**src/rtl/cic_pkg.sv**
```systemverilog
package cic_pkg;
  localparam logic [3:0] CMD_CFG_WRITE = 4'b1011;
  localparam logic [1:0] CFG_TYPE0     = 2'b00;
  localparam int unsigned STATUS_W     = 32;
  localparam int unsigned AD_LO_W      = 16;

  typedef struct packed {
    logic [7:0] bus;
    logic [4:0] dev;
  } cic_id_t;

  typedef enum logic [1:0] {
    ST_IDLE     = 2'd0,
    ST_GOT_ADDR = 2'd1,
    ST_IN_XACT  = 2'd2
  } cic_phase_e;
endpackage

```
**src/rtl/cic_rst_sync.sv**
```systemverilog
module cic_rst_sync #(
  parameter int unsigned STAGES = 2
) (
  input  logic clk,
  input  logic rst_n,
  output logic rst_sync_n
);
  logic [STAGES-1:0] chain_q;

  always_ff @(posedge clk or negedge rst_n) begin
    if (!rst_n) chain_q <= '0;
    else        chain_q <= {chain_q[STAGES-2:0], 1'b1};
  end

  assign rst_sync_n = chain_q[STAGES-1];
endmodule

```
**src/rtl/cic_phase_track.sv**
```systemverilog
module cic_phase_track
  import cic_pkg::*;
(
  input  logic clk,
  input  logic rst_n,
  input  logic frame_n,
  output logic addr_stb,
  output logic attr_stb
);
  cic_phase_e state_q, state_d;

  always_comb begin
    state_d = state_q;
    unique case (state_q)
      ST_IDLE:     if (!frame_n) state_d = ST_GOT_ADDR;
      ST_GOT_ADDR: state_d = frame_n ? ST_IDLE : ST_IN_XACT;
      ST_IN_XACT:  if (frame_n) state_d = ST_IDLE;
      default:     state_d = ST_IDLE;
    endcase
  end

  always_ff @(posedge clk or negedge rst_n) begin
    if (!rst_n) state_q <= ST_IDLE;
    else        state_q <= state_d;
  end

  assign addr_stb = (state_q == ST_IDLE) && !frame_n;
  assign attr_stb = (state_q == ST_GOT_ADDR);
endmodule

```
**src/rtl/cic_addr_qual.sv**
```systemverilog
module cic_addr_qual
  import cic_pkg::*;
#(
  parameter int unsigned FUNC_NUM = 0
) (
  input  logic       clk,
  input  logic       rst_n,
  input  logic       addr_stb,
  input  logic [3:0] cbe_n,
  input  logic       idsel,
  input  logic [1:0] type_field,
  input  logic [2:0] fn_field,
  input  logic [4:0] dev_field,
  output logic       qual_ok,
  output logic [4:0] dev_hold
);
  localparam logic [2:0] FN_BITS = FUNC_NUM[2:0];

  logic       match;
  logic       qual_q, qual_d;
  logic [4:0] dev_q, dev_d;

  assign match = (cbe_n == CMD_CFG_WRITE) && idsel &&
                 (type_field == CFG_TYPE0) && (fn_field == FN_BITS);

  always_comb begin
    qual_d = qual_q;
    dev_d  = dev_q;
    if (addr_stb) begin
      qual_d = match;
      dev_d  = dev_field;
    end
  end

  always_ff @(posedge clk or negedge rst_n) begin
    if (!rst_n) begin
      qual_q <= 1'b0;
      dev_q  <= '0;
    end else begin
      qual_q <= qual_d;
      dev_q  <= dev_d;
    end
  end

  assign qual_ok  = qual_q;
  assign dev_hold = dev_q;
endmodule

```
**src/rtl/cic_id_regs.sv**
```systemverilog
module cic_id_regs
  import cic_pkg::*;
#(
  parameter logic [7:0] BUS_RST = 8'hFF,
  parameter logic [4:0] DEV_RST = 5'h1F
) (
  input  logic       clk,
  input  logic       rst_n,
  input  logic       attr_stb,
  input  logic       qual_ok,
  input  logic [7:0] bus_field,
  input  logic [4:0] dev_hold,
  output cic_id_t    id_q
);
  cic_id_t id_d;
  logic    load;

  assign load = attr_stb && qual_ok;

  always_comb begin
    id_d = id_q;
    if (load) begin
      id_d.bus = bus_field;
      id_d.dev = dev_hold;
    end
  end

  always_ff @(posedge clk or negedge rst_n) begin
    if (!rst_n) begin
      id_q.bus <= BUS_RST;
      id_q.dev <= DEV_RST;
    end else begin
      id_q <= id_d;
    end
  end
endmodule

```
**src/rtl/cic_status_read.sv**
```systemverilog
module cic_status_read
  import cic_pkg::*;
#(
  parameter int unsigned FUNC_NUM    = 0,
  parameter logic [7:0]  STATUS_OFFS = 8'hE4
) (
  input  cic_id_t              id_q,
  input  logic                 strap_w32_n,
  input  logic [7:0]           rd_offset,
  output logic [STATUS_W-1:0]  rd_word
);
  localparam logic [2:0] FN_BITS = FUNC_NUM[2:0];

  logic [STATUS_W-1:0] word;

  always_comb begin
    word        = '0;
    word[16]    = strap_w32_n;
    word[15:8]  = id_q.bus;
    word[7:3]   = id_q.dev;
    word[2:0]   = FN_BITS;
  end

  assign rd_word = (rd_offset == STATUS_OFFS) ? word : '0;
endmodule

```
**src/rtl/cfg_id_capture.sv**
```systemverilog
module cfg_id_capture
  import cic_pkg::*;
#(
  parameter int unsigned FUNC_NUM    = 0,
  parameter logic [7:0]  STATUS_OFFS = 8'hE4,
  parameter logic [7:0]  BUS_RST     = 8'hFF,
  parameter logic [4:0]  DEV_RST     = 5'h1F
) (
  input  logic        clk,
  input  logic        rst_n,
  input  logic        frame_n,
  input  logic        idsel,
  input  logic [3:0]  cbe_n,
  input  logic [15:0] ad,
  input  logic        strap_w32_n,
  input  logic [7:0]  rd_offset,
  output logic [31:0] rd_word
);
  logic       rst_core_n;
  logic       addr_stb, attr_stb;
  logic       qual_ok;
  logic [4:0] dev_hold;
  cic_id_t    id_q;

  cic_rst_sync #(.STAGES(2)) u_rst (
    .clk        (clk),
    .rst_n      (rst_n),
    .rst_sync_n (rst_core_n)
  );

  cic_phase_track u_phase (
    .clk      (clk),
    .rst_n    (rst_core_n),
    .frame_n  (frame_n),
    .addr_stb (addr_stb),
    .attr_stb (attr_stb)
  );

  cic_addr_qual #(.FUNC_NUM(FUNC_NUM)) u_qual (
    .clk        (clk),
    .rst_n      (rst_core_n),
    .addr_stb   (addr_stb),
    .cbe_n      (cbe_n),
    .idsel      (idsel),
    .type_field (ad[1:0]),
    .fn_field   (ad[10:8]),
    .dev_field  (ad[15:11]),
    .qual_ok    (qual_ok),
    .dev_hold   (dev_hold)
  );

  cic_id_regs #(.BUS_RST(BUS_RST), .DEV_RST(DEV_RST)) u_ids (
    .clk       (clk),
    .rst_n     (rst_core_n),
    .attr_stb  (attr_stb),
    .qual_ok   (qual_ok),
    .bus_field (ad[7:0]),
    .dev_hold  (dev_hold),
    .id_q      (id_q)
  );

  cic_status_read #(.FUNC_NUM(FUNC_NUM), .STATUS_OFFS(STATUS_OFFS)) u_read (
    .id_q        (id_q),
    .strap_w32_n (strap_w32_n),
    .rd_offset   (rd_offset),
    .rd_word     (rd_word)
  );
endmodule

```
**config.mk**
```make
export PLATFORM = sky130hd
export DESIGN_NAME = cfg_id_capture
export DESIGN_NICKNAME = d
export VERILOG_FILES = /design/src/rtl/cic_pkg.sv /design/src/rtl/cic_rst_sync.sv /design/src/rtl/cic_phase_track.sv /design/src/rtl/cic_addr_qual.sv /design/src/rtl/cic_id_regs.sv /design/src/rtl/cic_status_read.sv /design/src/rtl/cfg_id_capture.sv
export SDC_FILE = /design/constraint.sdc
export NUM_CORES = 1
export LEC_CHECK = 0
export ABC_AREA = 1
export CAP_MARGIN = 20
export CORE_ASPECT_RATIO = 1.2
export CORE_UTILIZATION = 40
export DETAILED_ROUTE_END_ITERATION = 8
export PLACE_DENSITY = 0.91
export SYNTH_ARGS = -nofsm -noshare
export SYNTH_HDL_FRONTEND = slang
export SYNTH_HIERARCHICAL = 1
export SYNTH_SLANG_ARGS = --single-unit
```
**constraint.sdc**
```tcl
create_clock -name clk -period 1.1 [get_ports clk]
set_input_delay 0.22 -clock clk [delete_from_list [all_inputs] [get_ports clk]]
set_output_delay 0.22 -clock clk [all_outputs]
set_load 0.03 [all_outputs]
```
Word level (Yosys, flattened, before mapping)

Cells that the tools add are included.

Word-level logic and storage cells: 27
Register bits after elaboration: 23
Input bits: 33
Output and inout port bits: 32

Reductions and logical operators: 10
Multiplexer cells: 5
Equal/unequal tests: 6

Operators with widths:

| operator           | number |
|---|---|
| $mux 17            | 1 |
| $eq 8x8->1 const B | 1 |
| $mux 2             | 3 |
| $pmux 2 s3         | 1 |
| $logic_and 1x1->1  | 5 |
| $eq 4x4->1 const B | 1 |
| $logic_not 2->1    | 2 |
| $ne 2x2->1 const B | 2 |
| $logic_not 3->1    | 1 |
| $eq 2x1->1 const B | 1 |
| $eq 2x2->1 const B | 1 |
| $reduce_and 2->1   | 1 |
| $logic_not 1->1    | 1 |

Logic depth before layout (Yosys ltp)

Gate-level depths: netlist (run 1).

Word-level depth: 4
Gate-level depth with buffers: 6
Gate-level depth less buffers: 5

Hierarchy

Netlist (run 1), hierarchy kept.

Modules (own cells, without submodules):

| module          | times used | sequential area each (sq um) | cells each | area an instance (sq um) |
|---|---|---|---|---|
| cic_id_regs     | 1          | 341.6                        | 56         | 536.8 |
| cic_status_read | 1          | 0.0                          | 59         | 331.6 |
| cic_addr_qual   | 1          | 150.1                        | 38         | 271.5 |
| cic_phase_track | 1          | 50.0                         | 11         | 88.8 |
| cic_rst_sync    | 1          | 50.0                         | 3          | 53.8 |

Least setup slack after synthesis (run 1)

No wires, ideal clock.

Path type: reg-to-reg
Start: register u_phase.state_q[0]
End: register u_qual.qual_q (netlist: u_qual/qual_ok)
Setup slack: -0.169 ns
Arrival: 1.152 ns
Buffers on the path: 0
Setup time: 0.117 ns
Required time: 0.983 ns
Clock period less this slack: 1.269 ns
Cell stages (with the launch flop): 5
Cell sequence: dfrtp_1 nor3_1 inv_1 nand2_1 nand2_1

Longest elaborated chain between the ends: 2

RTL lines:

| element                | RTL line              | RTL |
|---|---|---|
| from (decl)            | cic_phase_track.sv:10 | `cic_phase_e state_q, state_d;` |
| from (signal assigned) | cic_phase_track.sv:24 | `else state_q <= state_d;` |
| $logic_not 2->1        | cic_phase_track.sv:27 | `assign addr_stb = (state_q == ST_IDLE) && !frame_n;` |
| $logic_and 1x1->1      | cic_phase_track.sv:27 |  |
| net addr_stb           | cfg_id_capture.sv:20  | `logic addr_stb, attr_stb;` |
| to (signal assigned)   | cic_addr_qual.sv:40   | `qual_q <= qual_d;` |
| to (decl)              | cic_addr_qual.sv:20   | `logic qual_q, qual_d;` |

The timed path passes the listed nets, and every way through them passes these cells.
A chain may end at the register's enable or synchronous reset.

Final worst setup path (run 1)

Start: register, netlist name u_ids/id_q[5]
End: output rd_word[8]

Longest elaborated chain between the ends: 1

RTL lines:

| element   | RTL line              | RTL |
|---|---|---|
| $mux 17   | cic_status_read.sv:24 | `assign rd_word = (rd_offset == STATUS_OFFS) ? word : '0;` |
| to (decl) | cfg_id_capture.sv:17  | `output logic [31:0] rd_word` |

Every way passes these cells.

==> implementation parameters, run 1 <==
Parameter                              Value

Power
  Pwr per Cell Area ... 925 nW/um^2
  Static leakage ... 1.01 nW
  IR drop worst, VDD ... 0.615 mV
  Final total power ... 1.81 mW

Route
  Total length of routed met3 wires ... 85 microns
  Routed via count divided by cell count ... 4.29
  Final WL ... 2770 microns
  Top layer used by detailed routing ... met4
  First drt pass iteration count ... 4
  First DRT Iteration DRCs ... 20
  Total DRC errors in the routed layout ... 0
  Length of routed wiring on met1 ... 1020 microns
  Antenna Violating Nets Remaining ... 0
  Average routed wire per standard cell ... 10.6 microns
  Met2 WL ... 1620 microns
  Routed vias ... 1123

Yosys
  Synthesized instance count ... 167
  Synth Warn # ... 6
  Share of synthesized flip-flops with an asynchronous set or reset ... 1.00
  Post-synth EDFFs ... 0
  Mapped cell area ... 1280 sq um
  Post-synthesis sequential area ratio ... 0.461
  Mapped Avg Cell Area ... 7.68 sq um
  Distinct cell type count of the synthesized netlist ... 13
  Primary flip-flop cell chosen by synthesis mapping ... sky130_fd_sc_hd__dfstp_2
  Number of flip-flops and latches in the synthesized netlist ... 23

Finish
  Footprint of the multi-input gates ... 587 sq um
  Area taken by flip-flops and latches ... 592 sq um
  Most common cell after layout, fill and taps aside ... sky130_fd_sc_hd__nand2_1
  Final core utilization ... 0.640
  Commonest cells after routing, fill and taps aside ... sky130_fd_sc_hd__nand2_1, sky130_fd_sc_hd__clkdlybuf4s50_1, sky130_fd_sc_hd__buf_6, sky130_fd_sc_hd__inv_2, sky130_fd_sc_hd__conb_1
  Antenna diodes ... 0
  Fill count ... 265
  Relative area change from synthesis to final layout ... 52.5%
  Post-layout net count ... 260
  Proportion of layout cells with a drive suffix above 1 ... 0.456

Floorplanning
  Die boundary width ... 53.7 microns
  Core Region ... 3060 sq um
  Total die area ... 3440 sq um
  Row Count ... 22
  Height of the chip ... 64.0 microns
  Initial core utilization ... 0.420
  Number of top-level design ports ... 65

Clock network
  Buffer depth of the longest clock path ... 2
  Worst-path clk slew ... 120 ps
  CTS H-tree lvls ... 1
  Count of hold-fix buffers inserted at cts ... 0
  Number of clock buffers inserted by TritonCTS ... 3
  Clock network latency to the later pin of the worst-skew pair ... 310 ps
  Number of clock sinks ... 23
  Root Buffer ... sky130_fd_sc_hd__clkbuf_4
  CTS tree ... done

Worst setup path
  Max stage delay on crit path ... 560 ps
  Worst EP required ... 880 ps
  Critical path cell sequence ... inv_2, nor2_2, buf_6
  Highest-delay cell along the critical path ... sky130_fd_sc_hd__dfstp_2
  CP top delay family ... flip-flops
  Sort of element at the start of the critical path ... flop
  Endpoint arrival time on the critical path ... 1110 ps
  Endpoint class of the critical path ... output pin
  Top fanout value on the critical path ... 2
  Buffers & Inverters on Critical Path ... 2
  Class of the most critical setup path ... reg2out

GRT
  Grt ovf ... 0
  Total GRT Usage ... 0.168
  Via count of the first global-routing pass ... 1010
  Number of antenna violations at the first check in global routing ... 0
  Maximum number of pins on one net before global-route repair ... 22
  Global-route wire length before repair ... 4200 microns

Timing
  Total setup violations reported at the end of the flow ... 15
  Max-slew violation count ... 0
  Setup repair after global routing missed its margin ... yes
  Tmin final ... 1330 ps
  Portion of the clock cycle consumed by the worst path in the final layout ... 1.21
  Worst Clk Skew ... 2.63 ps
  Fmax ... 749 MHz
  Smallest setup slack after layout ... -235 ps
  Hold Violations, Final ... 0

Flow run
  Maxcap violations ... 0

Place
  RePlAce Congestion ... 0.784
  Port Buf Inserts ... 46
  Detailed placer's ending HPWL ... 1850 microns

Hold path
  Class of the worst hold path ... in2async

Outcome
  Violated checks ... negative setup slack
  Status ... complete, but fails checks
state kept, by name, summed over array words and instances (netlist names):
register	count
u_phase/state_q	2
u_qual/dev_hold	5
u_ids/id_q	13
u_rst/chain_q	2
u_qual/qual_ok	1
cell type report:
cell class | instances | share of cell area
inverters | 27 | 0.0518
clock buffers | 4 | 0.0134
well taps | 36 | 0.0230
multi-input cells | 113 | 0.300
flip-flops and latches | 23 | 0.303
repair buffers | 59 | 0.309
path summary, 6_finish.rpt:
check                                   startpoint               end  slack [ps]  cells past startpoint
worst max-delay path                 u_ids/id_q[5]        rd_word[8]        -230                      3
worst min-delay path                         rst_n  u_rst/chain_q[1]          60                      1
worst max register to register  u_phase/state_q[0]     u_ids/id_q[3]         -10                      5
worst min register to register    u_rst/chain_q[1]    u_qual/qual_ok         210                      1
max in group asynchronous         u_rst/chain_q[1]     u_ids/id_q[1]         620                      1
min in group clk                  u_rst/chain_q[0]  u_rst/chain_q[1]         360                      0
cell families after synthesis:
| logic type | count (synthesis) | synth area share |
|---|---|---|
| buf+inv | 49 | 0.214 |
| flops | 23 | 0.461 |
| other cells | 2 | 0.00586 |
| simple gates | 93 | 0.319 |
metrics by stage:
step	hold WS (ps)	TNS [ps]	setup slack, ps	instance area (sq um)	cells
after floorplan	-75.6	-509	-51.9	1360	184
after global placement	206	-7070	-461	1730	252
after detailed placement	207	-7920	-483	1730	252
after CTS	50.9	-3280	-256	1880	261
after global routing	50.0	-4300	-292	1960	262
final	61.3	-3110	-235	1960	262
power breakdown:
group / switching, mW / internal [mW]
clock: 0.237 / 0.142
combinational: 0.252 / 0.202
sequential: 0.0516 / 0.925
total: 0.540 / 1.27
cells in the mapped netlist (2+ instances only):
cell | n | area (sq um)
sky130_fd_sc_hd__inv_1 | 27 | 101
sky130_fd_sc_hd__dfrtp_1 | 10 | 250
sky130_fd_sc_hd__nand2_2 | 2 | 12.5
sky130_fd_sc_hd__buf_4 | 20 | 150
sky130_fd_sc_hd__nand2_1 | 53 | 199
sky130_fd_sc_hd__nor2_1 | 9 | 33.8
sky130_fd_sc_hd__conb_1 | 2 | 7.51
sky130_fd_sc_hd__dfstp_2 | 13 | 342
sky130_fd_sc_hd__nor3_1 | 2 | 10.0
sky130_fd_sc_hd__buf_6 | 2 | 22.5
sky130_fd_sc_hd__nand3_1 | 16 | 80.1
sky130_fd_sc_hd__nor2_2 | 10 | 62.6
timing repair:
item	in CTS	in global routing
setup endpoints to repair	29	29
pin swaps	20	25
cloned	2	0
resized for setup	67	21
buffers inserted	3	1
layer usage:
layer  vias to the layer above  GRT usage
met5                         -          0
met3                         4    0.00714
li1                        569          -
met4                         0     0.0789
met2                        37      0.304
met1                       513      0.190
(Power assumes the default switching activity.)
==> run 2: changes to the inputs <==
--- a/config.mk
+++ b/config.mk
@@ -8,6 +8,7 @@
 export ABC_AREA = 1
 export CAP_MARGIN = 20
 export CORE_ASPECT_RATIO = 1.2
+export CORE_MARGIN = 4
 export CORE_UTILIZATION = 40
 export DETAILED_ROUTE_END_ITERATION = 8
 export PLACE_DENSITY = 0.91
==> implementation parameters, run 2 (synthesis gave the netlist of run 1 again) <==
Parameter                              Value

Route
  Final WL ... 2810 microns
  First drt pass iteration count ... 4
  Routed vias ... 1098
  Average routed wire per standard cell ... 10.7 microns
  First DRT Iteration DRCs ... 12
  Routed via count divided by cell count ... 4.17
  Total DRC errors in the routed layout ... 0
  Antenna Violating Nets Remaining ... 0

GRT
  Number of antenna violations at the first check in global routing ... 0
  Maximum number of pins on one net before global-route repair ... 22
  Total GRT Usage ... 0.126
  Global-route wire length before repair ... 4060 microns
  Grt ovf ... 0
  Via count of the first global-routing pass ... 999

Worst setup path
  Endpoint class of the critical path ... output pin
  Endpoint arrival time on the critical path ... 1140 ps
  Class of the most critical setup path ... reg2out
  Worst EP required ... 880 ps
  Sort of element at the start of the critical path ... flop
  Top fanout value on the critical path ... 2

Clock network
  Clock network latency to the later pin of the worst-skew pair ... 320 ps
  Buffer depth of the longest clock path ... 2
  Number of clock sinks ... 23
  Number of clock buffers inserted by TritonCTS ... 3
  CTS tree ... done
  CTS H-tree lvls ... 1
  Count of hold-fix buffers inserted at cts ... 0
  Root Buffer ... sky130_fd_sc_hd__clkbuf_4
  Worst-path clk slew ... 130 ps

Finish
  Most common cell after layout, fill and taps aside ... sky130_fd_sc_hd__nand2_1
  Antenna diodes ... 0
  Proportion of layout cells with a drive suffix above 1 ... 0.449
  Commonest cells after routing, fill and taps aside ... sky130_fd_sc_hd__nand2_1, sky130_fd_sc_hd__clkdlybuf4s50_1, sky130_fd_sc_hd__buf_6, sky130_fd_sc_hd__inv_2, sky130_fd_sc_hd__conb_1
  Number of standard cells in the layout, taps in and fillers out ... 263
  Flip-flop count of the largest register, all copies and words added ... 13
  Most flop-heavy register ... u_ids/id_q
  Fill count ... 260
  Post-layout net count ... 261
  Relative area change from synthesis to final layout ... 53.3%

Floorplanning
  Core Region ... 3080 sq um
  Die boundary width ... 59.7 microns
  Total die area ... 4180 sq um
  Row Count ... 22
  Number of top-level design ports ... 65
  Height of the chip ... 70.0 microns
  Initial core utilization ... 0.416

Power
  IR drop worst, VDD ... 0.550 mV
  Static leakage ... 1.01 nW
  Pwr per Cell Area ... 925 nW/um^2

Timing
  Hold Violations, Final ... 0
  Smallest setup slack after layout ... -262 ps
  Max-slew violation count ... 0
  Fmax ... 734 MHz
  Setup repair after global routing missed its margin ... yes
  Total setup violations reported at the end of the flow ... 15
  Tmin final ... 1360 ps
  Portion of the clock cycle consumed by the worst path in the final layout ... 1.24
  Worst Clk Skew ... 8.41 ps
  Total negative slack ... -3230 ps

Place
  Port Buf Inserts ... 46
  RePlAce Congestion ... 0.803
  Detailed placer's ending HPWL ... 2080 microns
  Placed cells ... 252
  Setup slack after placement ... -461 ps

Flow run
  Maxcap violations ... 0

Outcome
  Violated checks ... negative setup slack
  Status ... complete, but fails checks

Hold path
  Class of the worst hold path ... in2async
## run 2: path summary, 6_finish.rpt
kind | start | to | slack [ps] | depth (start not counted)
worst max-delay path | u_ids/id_q[4] | rd_word[7] | -260 | 3
worst min-delay path | rst_n | u_rst/chain_q[0] | 40 | 1
worst max register to register | u_phase/state_q[0] | u_ids/id_q[2] | -20 | 5
worst min register to register | u_rst/chain_q[1] | u_phase/state_q[1] | 210 | 1
max in group asynchronous | u_rst/chain_q[1] | u_ids/id_q[5] | 610 | 1
min in group clk | u_rst/chain_q[0] | u_rst/chain_q[1] | 370 | 0
## run 2: layout make-up
class                   instances  area (sq um)  share of cell area
clock buffers                   3          22.5              0.0115
clock inverters                 1          5.00             0.00255
inverters                      27           101              0.0516
multi-input cells             113           592               0.301
flip-flops and latches         23           592               0.301
well taps                      36          45.0              0.0229
repair buffers                 60           608               0.309
## run 2: routing by layer
| metal | up-vias | track usage | part of all wire |
|---|---|---|---|
| met3 | 4 | 0.00739 | 0.053 |
| met2 | 34 | 0.244 | 0.59 |
| met1 | 487 | 0.125 | 0.34 |
| li1 | 573 | - | - |
| met4 | 0 | 0.0665 | 0.016 |
| met5 | - | 0 | 0 |
## run 2: metrics by stage
stage / area, sq um / hold slack, ps / total power [mW] / utilization
after detailed placement: 1730 / 209 / 1.37 / 0.561
final: 1970 / 42.1 / 1.82 / 0.638
after CTS: 1900 / 39.0 / 1.79 / 0.615
after floorplan: 1360 / -75.6 / 1.24 / -
after global routing: 1970 / 29.3 / 1.91 / 0.638
after global placement: 1730 / 208 / 1.36 / 0.561
## run 2: repair_timing
action,in CTS,in global routing
setup endpoints to repair,28,28
cloned,1,1
endpoints found under the hold margin,0,0
buffers inserted,3,2
pin swaps,20,17
resized for setup,72,14
## run 2: worst max-delay path: stages (launching register included)
cell	delay (ps)
sky130_fd_sc_hd__dfstp_2	570
sky130_fd_sc_hd__inv_2	40
sky130_fd_sc_hd__nor2_4	80
sky130_fd_sc_hd__buf_6	130
## run 2: report_power, final
part           internal [mW]  switching, mW
Combinational          0.205          0.247
Clock                  0.136          0.254
Sequential             0.925         0.0515
